[config.mk]
export PLATFORM = sky130hd
export DESIGN_NAME = hnet_inject_ctrl
export DESIGN_NICKNAME = d
export VERILOG_FILES = /design/src/rtl/hnet_pkg.sv /design/src/rtl/hnet_setup_fifo.sv /design/src/rtl/hnet_backoff.sv /design/src/rtl/hnet_circuit_fsm.sv /design/src/rtl/hnet_inject_ctrl.sv
export SDC_FILE = /design/constraint.sdc
export NUM_CORES = 1
export LEC_CHECK = 0
export CAP_MARGIN = 5
export CORE_MARGIN = 8
export CORE_UTILIZATION = 30
export DETAILED_ROUTE_END_ITERATION = 10
export SYNTH_ARGS = -nofsm -noshare
export SYNTH_HDL_FRONTEND = slang
export SYNTH_SLANG_ARGS = --single-unit
[constraint.sdc]
create_clock -name clk -period 3.46 [get_ports clk]
set_input_delay 0.519 -clock clk [delete_from_list [all_inputs] [get_ports clk]]
set_output_delay 0.519 -clock clk [all_outputs]
set_load 0.02 [all_outputs]
[src/rtl/hnet_pkg.sv]
package hnet_pkg;

  typedef enum logic [2:0] {
    ST_IDLE,
    ST_SETUP,
    ST_WAIT,
    ST_ABORT,
    ST_BACKOFF,
    ST_XFER,
    ST_TEARDOWN
  } circ_state_e;

  localparam logic CTL_SETUP    = 1'b0;
  localparam logic CTL_TEARDOWN = 1'b1;

endpackage

[src/rtl/hnet_setup_fifo.sv]
module hnet_setup_fifo #(
  parameter int W     = 18,
  parameter int DEPTH = 8
) (
  input  logic         clk,
  input  logic         rst_n,
  input  logic         push,
  input  logic [W-1:0] push_data,
  input  logic         pop,
  output logic [W-1:0] head,
  output logic         full,
  output logic         empty
);

  localparam int PTR_W = (DEPTH > 1) ? $clog2(DEPTH) : 1;
  localparam int CNT_W = $clog2(DEPTH + 1);

  logic [W-1:0]     mem_q [DEPTH];
  logic [PTR_W-1:0] wptr_q, wptr_d;
  logic [PTR_W-1:0] rptr_q, rptr_d;
  logic [CNT_W-1:0] cnt_q, cnt_d;

  function automatic logic [PTR_W-1:0] ptr_inc(input logic [PTR_W-1:0] p);
    return (p == PTR_W'(DEPTH - 1)) ? '0 : p + 1'b1;
  endfunction

  always_comb begin
    wptr_d = push ? ptr_inc(wptr_q) : wptr_q;
    rptr_d = pop  ? ptr_inc(rptr_q) : rptr_q;
    cnt_d  = cnt_q;
    if (push && !pop) cnt_d = cnt_q + 1'b1;
    else if (!push && pop) cnt_d = cnt_q - 1'b1;
  end

  always_ff @(posedge clk or negedge rst_n) begin
    if (!rst_n) begin
      wptr_q <= '0;
      rptr_q <= '0;
      cnt_q  <= '0;
    end else begin
      wptr_q <= wptr_d;
      rptr_q <= rptr_d;
      cnt_q  <= cnt_d;
    end
  end

  always_ff @(posedge clk) begin
    if (push) mem_q[wptr_q] <= push_data;
  end

  assign head  = mem_q[rptr_q];
  assign full  = (cnt_q == CNT_W'(DEPTH));
  assign empty = (cnt_q == '0);

  AST_NO_OVERFLOW: assert property (@(posedge clk) disable iff (!rst_n)
    push |-> !full);

  AST_NO_UNDERFLOW: assert property (@(posedge clk) disable iff (!rst_n)
    pop |-> !empty);

endmodule

[src/rtl/hnet_backoff.sv]
module hnet_backoff #(
  parameter int INIT = 4,
  parameter int MAX  = 256,
  parameter int W    = 9
) (
  input  logic         clk,
  input  logic         rst_n,
  input  logic         fail,
  input  logic         success,
  input  logic         run,
  output logic         expire,
  output logic [W-1:0] delay
);

  localparam logic [W-1:0] INIT_V = W'(INIT);
  localparam logic [W-1:0] MAX_V  = W'(MAX);
  localparam logic [W-1:0] HALF_V = W'(MAX / 2);

  logic [W-1:0] dly_q, dly_d;
  logic [W-1:0] cnt_q, cnt_d;
  logic         cnt_en;

  always_comb begin
    dly_d = dly_q;
    if (success)   dly_d = INIT_V;
    else if (fail) dly_d = (dly_q >= HALF_V) ? MAX_V : (dly_q << 1);
  end

  assign cnt_en = fail || (run && !expire);

  always_comb begin
    cnt_d = cnt_q;
    if (fail)                cnt_d = dly_q;
    else if (run && !expire) cnt_d = cnt_q - 1'b1;
  end

  always_ff @(posedge clk or negedge rst_n) begin
    if (!rst_n) begin
      dly_q <= INIT_V;
      cnt_q <= INIT_V;
    end else begin
      dly_q <= dly_d;
      if (cnt_en) cnt_q <= cnt_d;
    end
  end

  assign expire = (cnt_q == W'(1));
  assign delay  = dly_q;

  AST_BO_RANGE: assert property (@(posedge clk) disable iff (!rst_n)
    (dly_q >= INIT_V) && (dly_q <= MAX_V));

  AST_BO_RESTART: assert property (@(posedge clk) disable iff (!rst_n)
    success |=> (delay == INIT_V));

endmodule

[src/rtl/hnet_circuit_fsm.sv]
module hnet_circuit_fsm
  import hnet_pkg::*;
#(
  parameter int DEST_W = 6,
  parameter int LEN_W  = 12,
  parameter int TO_W   = 16
) (
  input  logic              clk,
  input  logic              rst_n,
  input  logic              q_empty,
  input  logic [DEST_W-1:0] head_dest,
  input  logic [LEN_W-1:0]  head_len,
  input  logic [TO_W-1:0]   cfg_timeout,
  output logic              ctl_valid,
  input  logic              ctl_ready,
  output logic              ctl_kind,
  output logic [DEST_W-1:0] ctl_dest,
  input  logic              resp_valid,
  input  logic              resp_grant,
  output logic              xfer_go,
  output logic [DEST_W-1:0] xfer_dest,
  output logic [LEN_W-1:0]  xfer_len,
  input  logic              xfer_done,
  output logic              q_pop,
  output logic              bo_fail,
  output logic              bo_success,
  output logic              bo_run,
  input  logic              bo_expire
);

  circ_state_e     state_q, state_d;
  logic [TO_W-1:0] timer_q, timer_d;
  logic            timer_en;

  always_comb begin
    state_d    = state_q;
    timer_d    = timer_q;
    q_pop      = 1'b0;
    bo_fail    = 1'b0;
    bo_success = 1'b0;
    case (state_q)
      ST_IDLE: if (!q_empty) state_d = ST_SETUP;
      ST_SETUP: begin
        if (ctl_ready) begin
          state_d = ST_WAIT;
          timer_d = '0;
        end
      end
      ST_WAIT: begin
        if (resp_valid) begin
          if (resp_grant) begin
            state_d    = ST_XFER;
            bo_success = 1'b1;
          end else begin
            state_d = ST_BACKOFF;
            bo_fail = 1'b1;
          end
        end else if (timer_q == cfg_timeout - 1'b1) begin
          state_d = ST_ABORT;
        end else begin
          timer_d = timer_q + 1'b1;
        end
      end
      ST_ABORT: begin
        if (ctl_ready) begin
          state_d = ST_BACKOFF;
          bo_fail = 1'b1;
        end
      end
      ST_BACKOFF: if (bo_expire) state_d = ST_SETUP;
      ST_XFER:    if (xfer_done) state_d = ST_TEARDOWN;
      ST_TEARDOWN: begin
        if (ctl_ready) begin
          state_d = ST_IDLE;
          q_pop   = 1'b1;
        end
      end
      default: state_d = ST_IDLE;
    endcase
  end

  assign timer_en = (state_q == ST_SETUP) || (state_q == ST_WAIT);

  always_ff @(posedge clk or negedge rst_n) begin
    if (!rst_n) begin
      state_q <= ST_IDLE;
      timer_q <= '0;
    end else begin
      state_q <= state_d;
      if (timer_en) timer_q <= timer_d;
    end
  end

  assign ctl_valid = (state_q == ST_SETUP) || (state_q == ST_ABORT) ||
                     (state_q == ST_TEARDOWN);
  assign ctl_kind  = (state_q == ST_SETUP) ? CTL_SETUP : CTL_TEARDOWN;
  assign ctl_dest  = head_dest;
  assign xfer_go   = (state_q == ST_XFER);
  assign xfer_dest = head_dest;
  assign xfer_len  = head_len;
  assign bo_run    = (state_q == ST_BACKOFF);

  AST_CTL_HOLD: assert property (@(posedge clk) disable iff (!rst_n)
    (ctl_valid && !ctl_ready) |=> (ctl_valid && $stable(ctl_kind) && $stable(ctl_dest)));

  AST_GRANT_START: assert property (@(posedge clk) disable iff (!rst_n)
    $rose(xfer_go) |-> $past(resp_valid && resp_grant));

  AST_WAIT_BOUND: assert property (@(posedge clk) disable iff (!rst_n)
    ((state_q == ST_WAIT) && (cfg_timeout != '0)) |-> (timer_q < cfg_timeout));

  AST_TD_AFTER_DONE: assert property (@(posedge clk) disable iff (!rst_n)
    (xfer_go && xfer_done) |=> (ctl_valid && (ctl_kind == CTL_TEARDOWN)));

  AST_ONE_CIRCUIT: assert property (@(posedge clk) disable iff (!rst_n)
    xfer_go |-> !ctl_valid);

endmodule

[src/rtl/hnet_inject_ctrl.sv]
module hnet_inject_ctrl #(
  parameter int DEST_W  = 6,
  parameter int LEN_W   = 12,
  parameter int TO_W    = 16,
  parameter int QDEPTH  = 8,
  parameter int BO_INIT = 4,
  parameter int BO_MAX  = 256
) (
  input  logic              clk,
  input  logic              rst_n,
  input  logic [LEN_W-1:0]  cfg_threshold,
  input  logic [TO_W-1:0]   cfg_timeout,
  input  logic              req_valid,
  output logic              req_ready,
  input  logic [DEST_W-1:0] req_dest,
  input  logic [LEN_W-1:0]  req_len,
  output logic              pkt_valid,
  input  logic              pkt_ready,
  output logic [DEST_W-1:0] pkt_dest,
  output logic [LEN_W-1:0]  pkt_len,
  output logic              ctl_valid,
  input  logic              ctl_ready,
  output logic              ctl_kind,
  output logic [DEST_W-1:0] ctl_dest,
  input  logic              resp_valid,
  input  logic              resp_grant,
  output logic              xfer_go,
  output logic [DEST_W-1:0] xfer_dest,
  output logic [LEN_W-1:0]  xfer_len,
  input  logic              xfer_done
);

  localparam int ENTRY_W = DEST_W + LEN_W;
  localparam int BO_W    = $clog2(BO_MAX) + 1;

  logic               is_long;
  logic               q_push, q_pop, q_full, q_empty;
  logic [ENTRY_W-1:0] q_head;
  logic               bo_fail, bo_success, bo_run, bo_expire;
  logic [BO_W-1:0]    bo_delay;

  assign is_long   = (req_len > cfg_threshold);
  assign pkt_valid = req_valid && !is_long;
  assign pkt_dest  = req_dest;
  assign pkt_len   = req_len;
  assign q_push    = req_valid && is_long && !q_full;
  assign req_ready = is_long ? !q_full : pkt_ready;

  hnet_setup_fifo #(
    .W     (ENTRY_W),
    .DEPTH (QDEPTH)
  ) u_queue (
    .clk       (clk),
    .rst_n     (rst_n),
    .push      (q_push),
    .push_data ({req_dest, req_len}),
    .pop       (q_pop),
    .head      (q_head),
    .full      (q_full),
    .empty     (q_empty)
  );

  hnet_backoff #(
    .INIT (BO_INIT),
    .MAX  (BO_MAX),
    .W    (BO_W)
  ) u_backoff (
    .clk     (clk),
    .rst_n   (rst_n),
    .fail    (bo_fail),
    .success (bo_success),
    .run     (bo_run),
    .expire  (bo_expire),
    .delay   (bo_delay)
  );

  hnet_circuit_fsm #(
    .DEST_W (DEST_W),
    .LEN_W  (LEN_W),
    .TO_W   (TO_W)
  ) u_fsm (
    .clk         (clk),
    .rst_n       (rst_n),
    .q_empty     (q_empty),
    .head_dest   (q_head[ENTRY_W-1:LEN_W]),
    .head_len    (q_head[LEN_W-1:0]),
    .cfg_timeout (cfg_timeout),
    .ctl_valid   (ctl_valid),
    .ctl_ready   (ctl_ready),
    .ctl_kind    (ctl_kind),
    .ctl_dest    (ctl_dest),
    .resp_valid  (resp_valid),
    .resp_grant  (resp_grant),
    .xfer_go     (xfer_go),
    .xfer_dest   (xfer_dest),
    .xfer_len    (xfer_len),
    .xfer_done   (xfer_done),
    .q_pop       (q_pop),
    .bo_fail     (bo_fail),
    .bo_success  (bo_success),
    .bo_run      (bo_run),
    .bo_expire   (bo_expire)
  );

  AST_BACKOFF_QUIET: assert property (@(posedge clk) disable iff (!rst_n)
    bo_run |-> (!ctl_valid && !xfer_go));

  AST_SHORT_BYPASS: assert property (@(posedge clk) disable iff (!rst_n)
    pkt_valid |-> !q_push);

  logic unused_delay;
  assign unused_delay = ^bo_delay;

endmodule

Word-level counts from Yosys, hierarchy flattened
Memory sizes are Yosys's and may differ from the RTL's.
Cells that the tools add are included.
{"block": "op_classes", "n_lt_le_gt_ge": 2, "eq_ne": 20, "mux": 35, "n_addsub": 7, "reduce_logical": 24}
{"cell": "$mux 16", "count": 3}
{"cell": "$mux 9", "count": 5}
{"cell": "$pmux 16 s2", "count": 1}
{"cell": "$mux 3", "count": 10}
{"cell": "$pmux 3 s7", "count": 1}
{"cell": "$add 16x1->16 const B", "count": 1}
{"cell": "$eq 16x16->1", "count": 1}
{"cell": "$sub 16x1->16 const B", "count": 1}
{"cell": "$eq 3x3->1 const B", "count": 5}
{"cell": "$ne 2x2->1 const B", "count": 7}
{"cell": "$gt 12x12->1", "count": 1}
{"cell": "$mux 1", "count": 12}
{"cell": "$eq 9x1->1 const B", "count": 1}
{"cell": "$ge 9x8->1 const B", "count": 1}
{"cell": "$sub 9x1->9 const B", "count": 1}
{"cell": "$mux 4", "count": 2}
{"cell": "$reduce_bool 2->1", "count": 4}
{"cell": "$reduce_and 7->1", "count": 1}
{"cell": "$add 3x1->3 const B", "count": 2}
{"cell": "$eq 3x2->1 const B", "count": 2}
{"cell": "$logic_and 1x1->1", "count": 6}
{"cell": "$logic_not 1->1", "count": 5}
{"cell": "$reduce_and 5->1", "count": 1}
{"cell": "$add 4x1->4 const B", "count": 1}
{"cell": "10 further kinds", "count": 13}
{"block": "totals", "in_bits": 54, "ramBits": 144, "regBits": 47, "elab_cells": 96, "output_inout_bits": 47, "mem_count": 1}
{"memory": "u_queue.mem_q", "depth": 8, "width": 18, "rd": 1, "rd_clocked_by_memory_dff": 0, "wr": 1, "line_no": "hnet_setup_fifo.sv:18", "source": "logic [W-1:0] mem_q [DEPTH];"}

Depth between registers and ports, before layout
Gate-level depths: netlist of run 1.
{"block": "logic_depth", "depth_word": 7, "mapped_depth": 17, "ltp_nobuf": 16}

By module
A second synthesis of run 1 with hierarchy kept.
{"block": "hier_totals", "cells_unflattened": 684, "hier_area_um2": 9569.2}
{"module": "hnet_setup_fifo", "seq_area_each_um2": 4574.4, "instances": 1, "cells_each": 274, "area_each_um2": 6180.9}
{"module": "hnet_circuit_fsm", "seq_area_each_um2": 475.5, "instances": 1, "cells_each": 255, "area_each_um2": 2062.0}
{"module": "hnet_backoff", "seq_area_each_um2": 402.9, "instances": 1, "cells_each": 91, "area_each_um2": 850.8}
{"module": "hnet_inject_ctrl", "seq_area_each_um2": 0.0, "instances": 1, "cells_each": 64, "area_each_um2": 475.5}

Least setup slack after synthesis of run 1
No wires, ideal clock.
{"block": "synth_timing", "path_type": "input to register", "from": "input cfg_threshold[5]", "to": "memory u_queue.mem_q[4][0] (enable)", "arrival_ps": 3528, "setup_slack_ps": -488, "path_buffers": 1, "setup_time_ps": 420, "stages": 11, "required_time_ps": 3040, "path_cell_list": "inv_1 ha_1 a21o_1 a21o_1 a21oi_1 or2_2 a31oi_1 and3_1 clkbuf_1 nand2b_1 nor3b_1"}
{"block": "synth_between", "elab_chain_len": 5}
{"item": "from (decl)", "line_no": "hnet_inject_ctrl.sv:11", "source": "input logic [LEN_W-1:0] cfg_threshold,"}
{"item": "$gt 12x12->1", "line_no": "hnet_inject_ctrl.sv:42", "source": "assign is_long = (req_len > cfg_threshold);"}
{"item": "$logic_and 1x1->1 (2 in a row)", "line_no": "hnet_inject_ctrl.sv:46", "source": "assign q_push = req_valid && is_long && !q_full;"}
{"item": "named net q_push", "line_no": "hnet_inject_ctrl.sv:37", "source": "logic q_push, q_pop, q_full, q_empty;"}
{"item": "$mux 1", "line_no": "hnet_setup_fifo.sv:48", "source": "if (push) mem_q[wptr_q] <= push_data;"}
{"item": "$mux 1 (implied by the code)", "line_no": "hnet_setup_fifo.sv:48"}
{"item": "to (decl)", "line_no": "hnet_setup_fifo.sv:18"}
The timed path passes the listed nets, and every way through them passes these cells.

Final worst setup path of run 1
{"block": "layout_timing", "from": "input cfg_threshold[10]", "to": "register u_queue.cnt_q[3]"}
{"block": "layout_between", "elab_chain_len": 6, "elab_cells_between_ends": 8, "cone_classes": "1 x order compare; 1 x mux; 6 x reduce/logical"}
{"item": "$gt 12x12->1 *", "line_no": "hnet_inject_ctrl.sv:42"}
{"item": "$logic_and 1x1->1 * (2 in a row)", "line_no": "hnet_inject_ctrl.sv:46"}
{"item": "$logic_not 1->1", "line_no": "hnet_setup_fifo.sv:32", "source": "else if (!push && pop) cnt_d = cnt_q - 1'b1;"}
{"item": "$logic_and 1x1->1", "line_no": "hnet_setup_fifo.sv:32"}
{"item": "$reduce_bool 2->1 (no line)"}
{"item": "to (signal assigned)", "line_no": "hnet_setup_fifo.sv:43", "source": "cnt_q <= cnt_d;"}
{"item": "to (decl)", "line_no": "hnet_setup_fifo.sv:21", "source": "logic [CNT_W-1:0] cnt_q, cnt_d;"}
Every way passes the cells marked *; elsewhere a longest branch is shown, timed or not.
A chain may end at the register's enable or synchronous reset.

==> reports/summary.txt, run 1 <==
Setup TNS - 0 ns
GP Congestion - 0.798
Hold Fails Final Rpt - 0
# setup viols final - 0
Core area - 29500 µm²
CTS Buffer Depth - 2
Post-synth cell types - 52
Routed Antenna Nets - 0
Endpoint class of the critical path - flip-flop
Worst VDD drop - 0.377 mV
Cell Count, Final, Fillers Out - 1154
Final Core Density - 38.3%
Layout Nets - 829
First DRT Iteration DRCs - 294
CP max FO - 2
PortBufs - 100
Die height - 188 µm
WL per Instance - 17.8 µm
Drt pass-1 iters - 4
Prevailing post-synth register cell - edfxtp_1
Vias in the first global route - 5619
CTS sink cnt - 189
Leak - 4.02 nW
I/O pin cnt - 101
Cell Count Post-Placement - 1122
Clock Skew - 0.0226 ns
CP Class - in -> reg
DRC violations left - 0
DR vias/cell - 4.79
Pwr dens - 665 nW/µm²
Area after DPL - 10700 µm²
Final period util - 92.8%
CTS Buf Count - 17
# hold bufs at CTS - 0
Fin. max-slew vios - 0
Gr usage total - 11.7%
Least-Margin Pin Slew - 0.866 ns
Share of layout cells above drive strength 1 - 21.5%
Outcome - finished clean
Detailed-placement wirelength estimate - 14100 µm
Fmax - 311 MHz
#FFs+latches synth - 189
Slew headroom - 42.0%
Die area - 35500 µm²
H-tree Lvls - 4
Min cycle time layout - 3.21 ns
Clock-pin transition on the worst setup and hold timing paths - 0.08 ns
Worst skew pair latency - 0.44 ns
Max-cap viol count - 0
Largest net degree at the start of global routing - 36
Synth async-reset ratio - 23.8%
Critical path required time - 3.76 ns
Post-CTS Setup Bufs - 0
Routed via count - 5528
Horiz. Die Dim - 188 µm
Most frequent cells in the layout - 144 x edfxtp_1, 96 x clkdlybuf4s50_1, 43 x buf_4
Syn nets - 705
Ys Warns - 0
Area grow syn2layout - 26.6%
Starting Density - 30.2%
Ant. Diodes - 0
Post-Syn Area - 8910 µm²
Post-Syn Instances - 627
Final Cell Area - 11300 µm²
Overflow after GRT - 0
CTS root buffer - clkbuf_16
Mapped Avg Cell Area - 14.2 µm²
Post-synth EDFFs - 144
CTS resizes - 3
Sequential fraction of the synthesis area - 61.2%
Antenna violations before repair - 0
Worst setup SP type - input pin
Rows - 63
RSZ-0062 raised after global routing - false
Arrival time worst endpoint - 3.52 ns
Min-delay worst type - in -> async
Commonest non-fill, non-tap cell in the layout - edfxtp_1
First-pass GRT wire length - 32400 µm
CTS tree - built
Final wirelength - 20500 µm
-- sequential cells by signal, indices dropped and copies added, names as in the netlist --
| signal | cells |
|---|---|
| u_fsm.state_q | 3 |
| u_backoff.cnt_q | 9 |
| u_queue.cnt_q | 4 |
| u_queue.rptr_q | 3 |
| u_queue.wptr_q | 3 |
| u_fsm.timer_q | 16 |
| u_backoff.delay | 7 |
| u_queue.mem_q | 144 |
-- area by class of cell --
cell class | count | area, µm²
clock buffers | 17 | 425
clock inverters | 15 | 193
fillers | 2815 | 18200
inverters | 25 | 93.8
multi-input cells | 365 | 3120
flip-flops and latches | 189 | 5450
well taps | 390 | 488
repair buffers | 153 | 1510
-- path summary, 6_finish.rpt --
check | from | end | slack, ns | cells past startpoint
worst max-delay path | cfg_threshold[10] | u_queue.cnt_q[3] | 0.25 | 15
worst min-delay path | rst_n | u_fsm.timer_q[1] | 0.16 | 1
worst max register to register | u_fsm.state_q[2] | u_queue.cnt_q[3] | 0.89 | 10
worst min register to register | u_fsm.timer_q[15] | u_fsm.timer_q[15] | 0.51 | 1
max in group asynchronous | rst_n | u_fsm.timer_q[12] | 2.61 | 2
min in group clk | u_fsm.timer_q[15] | u_fsm.timer_q[15] | 0.51 | 1
-- synthesized netlist by cell type, types with 2 or more instances --
library cell,n,area [µm²]
a211oi_1,2,15.0
a21o_1,8,60.1
a21oi_1,26,130
a22o_1,5,43.8
a31oi_1,4,25.0
a32oi_1,4,35.0
and3_1,4,25.0
and4_1,2,17.5
buf_1,3,11.3
buf_4,24,180
buf_6,2,22.5
clkbuf_1,19,71.3
dfrtp_1,43,1080
dfstp_2,2,52.6
edfxtp_1,144,4320
ha_1,23,288
inv_1,25,93.8
mux2_2,22,248
mux2i_1,5,50.1
mux4_2,36,811
nand2_1,38,143
nand2b_1,6,37.5
nand3_1,8,40.0
nand3b_1,4,30.0
nand4_1,10,62.6
nor2_1,25,93.8
nor2b_1,10,62.6
nor3_1,16,80.1
nor3b_1,3,22.5
nor4_1,7,43.8
o211ai_1,2,15.0
o21a_1,2,15.0
o21ai_0,29,145
o31ai_1,7,52.6
or2_2,2,12.5
or3_1,11,68.8
or4_1,6,45.0
xnor2_1,17,149
xor2_1,8,70.1
-- critical path, stage by stage --
cell and delay [ns]:
clkdlybuf4s50_1 0.51, inv_1 0.06, ha_1 0.29, nand4_1 0.15, or2_2 0.34, a31oi_2 0.24
and3_1 0.21, ha_1 0.17, inv_1 0.06, ha_1 0.26, a21o_1 0.17, a21oi_1 0.17
xnor2_1 0.14, nor2_1 0.06, xor2_1 0.14
-- through the flow --
step | setup slack, ns | hold slack (ns) | power (W)
final | 0.249 | 0.163 | 0.00751
after global routing | 0.0171 | 0.227 | 0.00792
after CTS | 0.0411 | 0.194 | 0.00761
after detailed placement | -0.389 | 0.490 | 0.00563
after global placement | -0.336 | 0.484 | 0.00559
after floorplan | -0.355 | 0.223 | 0.00463
-- logic make-up after synthesis --
family | after synthesis | synth area share (%)
mux | 63 | 12.4
flops | 189 | 61.2
simple gates | 160 | 9.81
compound gates | 93 | 6.43
xor+xnor | 25 | 2.46
fa+ha+maj | 24 | 3.45
buf+inv | 73 | 4.25
-- per-layer routing --
metal / share of wire, % / up-vias / global-route usage, %
met4: 0.34 / 0 / 2.44
met5: 0 / - / 0
met1: 44 / 2755 / 14.7
li1: - / 2636 / -
met3: 4.9 / 4 / 2.99
met2: 51 / 133 / 20.1
-- where the power goes --
part / leakage (nW) / internal, W / switching, W
Combinational: 1.83 / 0.00131 / 0.00125
Clock: 0.299 / 0.000988 / 0.000994
Sequential: 1.89 / 0.00272 / 0.000250
Total: 4.02 / 0.00501 / 0.00250
No activity file was read; power rests on OpenSTA's default activity.
==> run 2: changes to the inputs <==
--- a/config.mk
+++ b/config.mk
@@ -12,3 +12,4 @@
 export SYNTH_ARGS = -nofsm -noshare
 export SYNTH_HDL_FRONTEND = slang
 export SYNTH_SLANG_ARGS = --single-unit
+export TNS_END_PERCENT = 10
==> reports/summary.txt, run 2 (synthesis gave the netlist of run 1 again) <==
Routed Antenna Nets - 0 (unchanged)
Commonest non-fill, non-tap cell in the layout - edfxtp_1
First-pass GRT wire length - 32200 µm (-0.83%)
CTS Buf Count - 17 (unchanged)
Most frequent cells in the layout - 144 x edfxtp_1, 97 x clkdlybuf4s50_1, 58 x buf_4
Critical path required time - 2.94 ns (-0.82 ns)
Filler instances - 2818 (+0.11%)
CP max FO - 3 (+1)
Worst skew pair latency - 0.44 ns (about the same)
Worst setup SP type - input pin
Min cycle time layout - 3.33 ns (+0.118 ns)
H-tree Lvls - 4 (unchanged)
Start of the worst register-to-register path - u_fsm.state_q[2]
Max-cap viol count - 0 (unchanged)
CTS root buffer - clkbuf_16
PortBufs - 100 (unchanged)
DR vias/cell - 4.77 (-0.34%)
Antenna violations before repair - 0 (unchanged)
Gr usage total - 11.5% (-0.23 points)
Final Cell Area - 11300 µm² (+0.19%)
Clock Skew - 0.0155 ns (-0.00705 ns)
CP Class - in -> out
Die height - 188 µm (unchanged)
I/O pin cnt - 101 (unchanged)
Hold WS - 0.251 ns (+0.0879 ns)
Worst VDD drop - 0.393 mV (+4.1%)
Drt pass-1 iters - 4 (unchanged)
Worst Reg-to-Reg Cells - 10 (unchanged)
CTS sink cnt - 189 (unchanged)
Rows - 63 (unchanged)
RSZ-0062 raised after global routing - false
Final period util - 96.2% (+3.4 points)
Die area - 35500 µm² (unchanged)
Top flop regs - u_queue.mem_q x144, u_fsm.timer_q x16, u_backoff.cnt_q x9
Final Core Density - 38.4% (+0.072 points)
WL per Instance - 17.2 µm (-3.4%)
Area grow syn2layout - 26.9%
Area after DPL - 10700 µm² (about the same)
Min-delay worst type - in -> async
Register area - 5450 µm² (unchanged)
Fmax - 300 MHz (-3.5%)
Layout Nets - 838 (+1.1%)
Leak - 4.06 nW (+1.0%)
Met3 Usage GRT - 3.11% (+0.11 points)
Share of layout cells above drive strength 1 - 22.4% (+0.91 points)
Reg2reg setup slack - 0.94 ns (+0.05 ns)
Starting Density - 30.2% (unchanged)
Largest net degree at the start of global routing - 46 (+28%)
CTS tree - built
Max reg flops - 144 (unchanged)
Overflow after GRT - 0 (unchanged)
Routed via count - 5552 (+0.43%)
Top reg by flops - u_queue.mem_q
Arrival time worst endpoint - 2.81 ns (-0.71 ns)
Reg-to-reg endpoint - u_queue.cnt_q[3]
Final wirelength - 20000 µm (-2.6%)
Clock-pin transition on the worst setup and hold timing paths - 0.08 ns (about the same)
Met2 Use GR - 19.3% (-0.82 points)
Outcome - finished clean
Pwr dens - 670 nW/µm² (+0.75%)
Horiz. Die Dim - 188 µm (unchanged)
Multi-input logic area - 3130 µm² (+0.28%)
First DRT Iteration DRCs - 345 (+17%)
# setup viols final - 0 (unchanged)
Ant. Diodes - 0 (unchanged)
GP Congestion - 0.779 (-2.3%)
Tot Pwr - 0.00758 W (+0.93%)
GR Layer Usage met1 - 14.6% (-0.14 points)
DRC violations left - 0 (unchanged)
Hold Fails Final Rpt - 0 (unchanged)
Fin. max-slew vios - 0 (unchanged)
Layer with the highest usage - met2
Detailed-placement wirelength estimate - 14500 µm (+3.1%)
Core area - 29500 µm² (unchanged)
Slew headroom - 31.9% (-10 points)
CTS Buffer Depth - 2 (unchanged)
Endpoint class of the critical path - output port
Post-CTS Setup Bufs - 0 (unchanged)
Least-Margin Pin Slew - 1.02 ns (+0.155 ns)
Vias in the first global route - 5723 (+1.9%)
-- run 2: worst max-delay path, cell delays in order --
cell and delay [ns]:
clkdlybuf4s50_1 0.52, inv_1 0.06, ha_1 0.31, a21o_1 0.16
a21o_1 0.17, a21oi_1 0.28, a31oi_4 0.19, buf_4 0.18
nor2b_1 0.10, clkdlybuf4s15_1 0.33
-- run 2: final cells by class --
class,count,share of cell area (%)
clock buffers,17,3.76
clock inverters,15,1.86
inverters,25,0.830
multi-input cells,365,27.7
flip-flops and latches,189,48.2
well taps,390,4.31
repair buffers,162,13.3
-- run 2: how the worst max path moves through the flow --
stage | slack (ns) | endpoint | startpoint
after floorplan | -0.47 | u_queue.mem_q[5][0] | cfg_threshold[5]
after global placement | -0.40 | u_queue.cnt_q[3] | cfg_threshold[5]
after detailed placement | -0.41 | u_queue.cnt_q[3] | cfg_threshold[5]
after CTS | -0.01 | req_ready | cfg_threshold[5]
after global routing | 0.02 | pkt_valid | cfg_threshold[1]
final | 0.13 | pkt_valid | cfg_threshold[9]
-- run 2: power by group --
| group | total (W) | switching, W | internal (W) |
|---|---|---|---|
| sequential | 0.00297 | 0.000253 | 0.00271 |
| combinational | 0.00255 | 0.00125 | 0.00131 |
| clock | 0.00206 | 0.00104 | 0.00102 |
| total | 0.00758 | 0.00254 | 0.00504 |
-- run 2: per-stage QoR --
stage                     instances  setup WS [ns]  TNS [ns]
after floorplan                 627         -0.471    -32.99
after global placement         1131         -0.397    -33.52
after detailed placement       1131         -0.411    -36.93
after CTS                      1163        -0.0130   -0.0130
after global routing           1163         0.0178         0
final                          1163          0.131         0
-- run 2: repair_timing --
action / 4_1_cts / 5_1_grt
hold buffers: 0 / 0
resized for setup: 3 / 6
endpoints found under the setup margin: 2 / 9
pin swaps: 0 / 1
-- run 2: layer usage --
layer,vias to the layer above,share of wire (%)
li1,2653,-
met1,2782,44
met2,108,50
met3,9,5.0
met4,0,0.72
met5,-,0
==> run 3: changes to the inputs <==
--- a/config.mk
+++ b/config.mk
@@ -9,7 +9,9 @@
 export CORE_MARGIN = 8
 export CORE_UTILIZATION = 30
 export DETAILED_ROUTE_END_ITERATION = 10
+export SLEW_MARGIN = 20
 export SYNTH_ARGS = -nofsm -noshare
 export SYNTH_HDL_FRONTEND = slang
+export SYNTH_HIERARCHICAL = 1
 export SYNTH_SLANG_ARGS = --single-unit
 export TNS_END_PERCENT = 10
==> constraint.sdc (replaced) <==
create_clock -name clk -period 3.4 [get_ports clk]
set_input_delay 0.51 -clock clk [delete_from_list [all_inputs] [get_ports clk]]
set_output_delay 0.51 -clock clk [all_outputs]
set_load 0.02 [all_outputs]
==> reports/summary.txt, run 3 <==
Area grow syn2layout - 24.1%
Min-delay worst type - in -> async
Overflow after GRT - 0 (unchanged)
Clock-pin transition on the worst setup and hold timing paths - 0.07 ns (about the same)
Slew headroom - 43.1% (+11 points)
Worst-path cell chain - buf_12 > mux4_1 > mux2_4 > clkdlybuf4s50_1
Routed Antenna Nets - 0 (unchanged)
Ant. Diodes - 0 (unchanged)
Endpoint class of the critical path - output port
Max reg flops - 144 (unchanged)
Sw Share - 33.5% (about the same)
CP Class - reg -> out
Tot Pwr - 0.00816 W (+7.7%)
Clock Skew - 0.0110 ns (-0.00453 ns)
Share of layout cells above drive strength 1 - 22.6% (+0.20 points)
Post-Syn Instances - 681 (+8.6%)
CTS root buffer - clkbuf_16
Top reg by flops - u_queue/mem_q
Gr usage total - 11.2% (-0.28 points)
CP max stage delay - 0.58 ns (+0.06 ns)
DR vias/cell - 4.83 (+1.1%)
Sequential Power Share - 38.0% (-1.2 points)
CTS Buffer Depth - 2 (unchanged)
CP max FO - 30 (+27)
Worst VDD drop - 0.333 mV (-15%)
Worst setup SP type - flip-flop
CP max-delay cell - dfrtp_2
Clk pwr share - 24.6% (-2.6 points)
Final wirelength - 20800 µm (+4.0%)
WL per Instance - 17.1 µm (-0.59%)
Syn nets - 759 (+7.7%)
# setup viols final - 0 (unchanged)
CTS tree - built
Final period util - 96.2%
Die area - 37800 µm² (+6.5%)
Arrival time worst endpoint - 2.76 ns (-0.05 ns)
Drt pass-1 iters - 4 (unchanged)
Fmax - 306 MHz
Post-Syn Area - 9550 µm² (+7.1%)
Top flop regs - u_queue/mem_q x144, u_fsm/timer_q x16, u_backoff/cnt_q x9
NetSw - 0.00274 W (+7.7%)
DRC violations left - 0 (unchanged)
Crit path max-delay family - multiplexers
GP Congestion - 0.812 (+4.2%)
Commonest non-fill, non-tap cell in the layout - edfxtp_1
CTS sink cnt - 189 (unchanged)
Antenna violations before repair - 0 (unchanged)
Critical path required time - 2.89 ns (-0.05 ns)
RSZ-0062 raised after global routing - false
Rows - 65 (+3.2%)
First-pass GRT wire length - 33500 µm (+4.3%)
CTS Buf Count - 17 (unchanged)
Cell Count Post-Placement - 1185 (+4.8%)
Vias in the first global route - 5945 (+3.9%)
PortBufs - 100 (unchanged)
Most frequent cells in the layout - 144 x edfxtp_1, 97 x clkdlybuf4s50_1, 59 x buf_4
Min cycle time layout - 3.27 ns
H-tree Lvls - 4 (unchanged)
Leak - 4.27 nW (+5.2%)
Pint - 0.00542 W (+7.6%)
Hold Fails Final Rpt - 0 (unchanged)
Pwr dens - 688 nW/µm² (+2.7%)
Layout Nets - 880 (+5.0%)
I/O pin cnt - 101 (unchanged)
Detailed-placement wirelength estimate - 14600 µm (+0.56%)
Max-cap viol count - 0 (unchanged)
Worst skew pair latency - 0.43 ns (about the same)
First DRT Iteration DRCs - 271 (-21%)
Starting Density - 30.3% (+0.10 points)
Outcome - finished clean
Least-Margin Pin Slew - 0.851 ns (-0.170 ns)
Largest net degree at the start of global routing - 31 (-33%)
Mapped Avg Cell Area - 14.0 µm² (-1.4%)
Buffers & Inverters on Critical Path - 2 (-2)
Logic pwr share - 37.4% (+3.7 points)
Core area - 31500 µm² (+6.8%)
Fin. max-slew vios - 0 (unchanged)
Die height - 194 µm (+3.2%)
Ys Warns - 6 (+6)
Reg2reg setup slack - 0.72 ns (-0.22 ns)
Cell Count, Final, Fillers Out - 1217 (+4.6%)
Routed via count - 5876 (+5.8%)
Horiz. Die Dim - 194 µm (+3.2%)
[run 3: what timing repair did]
item,CTS,global route
hold buffers,0,0
endpoints found under the setup margin,2,5
resized for setup,3,3
cloned,0,0
buffers inserted,0,0
pin swaps,0,1
[run 3: cell type report]
cell class	instances	area (µm²)
Inverter	32	120
Tap cell	402	503
Clock buffer	17	425
Clock inverter	15	184
Multi-Input combinational cell	393	3530
Timing Repair Buffer	169	1640
Fill cell	2980	19600
Sequential cell	189	5450
[run 3: power by group through the flow]
stage	clock network [W]	registers (W)	logic, W
after floorplan	0	0.00301	0.00242
after global placement	0	0.00314	0.00308
after detailed placement	0	0.00315	0.00311
after CTS	0.00207	0.00310	0.00312
after global routing	0.00215	0.00315	0.00333
final	0.00201	0.00310	0.00305
[run 3: routing by layer]
metal	part of all wire, %	track usage (%)	wire (µm)	vias up
met2	47	17.8	9810	118
met4	1.3	3.20	260	0
met1	47	14.9	9790	2914
li1	-	-	-	2827
met5	0	0	0	-
met3	4.5	2.80	930	17
[run 3: path summary, 6_finish.rpt]
path                                            to  cells past startpoint               start
worst min-delay path            u_backoff/delay[7]                      1               rst_n
max in group asynchronous       u_backoff/cnt_q[2]                      2               rst_n
worst max-delay path                  xfer_dest[3]                      4   u_queue/rptr_q[0]
worst min register to register  u_backoff/cnt_q[2]                      2  u_backoff/delay[2]
min in group clk                u_backoff/cnt_q[2]                      2  u_backoff/delay[2]
worst max register to register    u_fsm/timer_q[2]                      9   u_fsm/timer_q[12]
[run 3: stage by stage]
step                worst slack (ns)  hold slack, ns  utilization (%)  instance area, µm²  TNS, ns
global route                0.000409           0.177             37.7               11900        0
finish                         0.131           0.126             37.7               11900        0
detailed placement            -0.295           0.495             35.7               11200    -3.71
floorplan                     -0.180           0.214                -                9560    -3.23
global placement              -0.266           0.493             35.7               11200    -3.14
CTS                           0.0624           0.138             37.6               11800        0
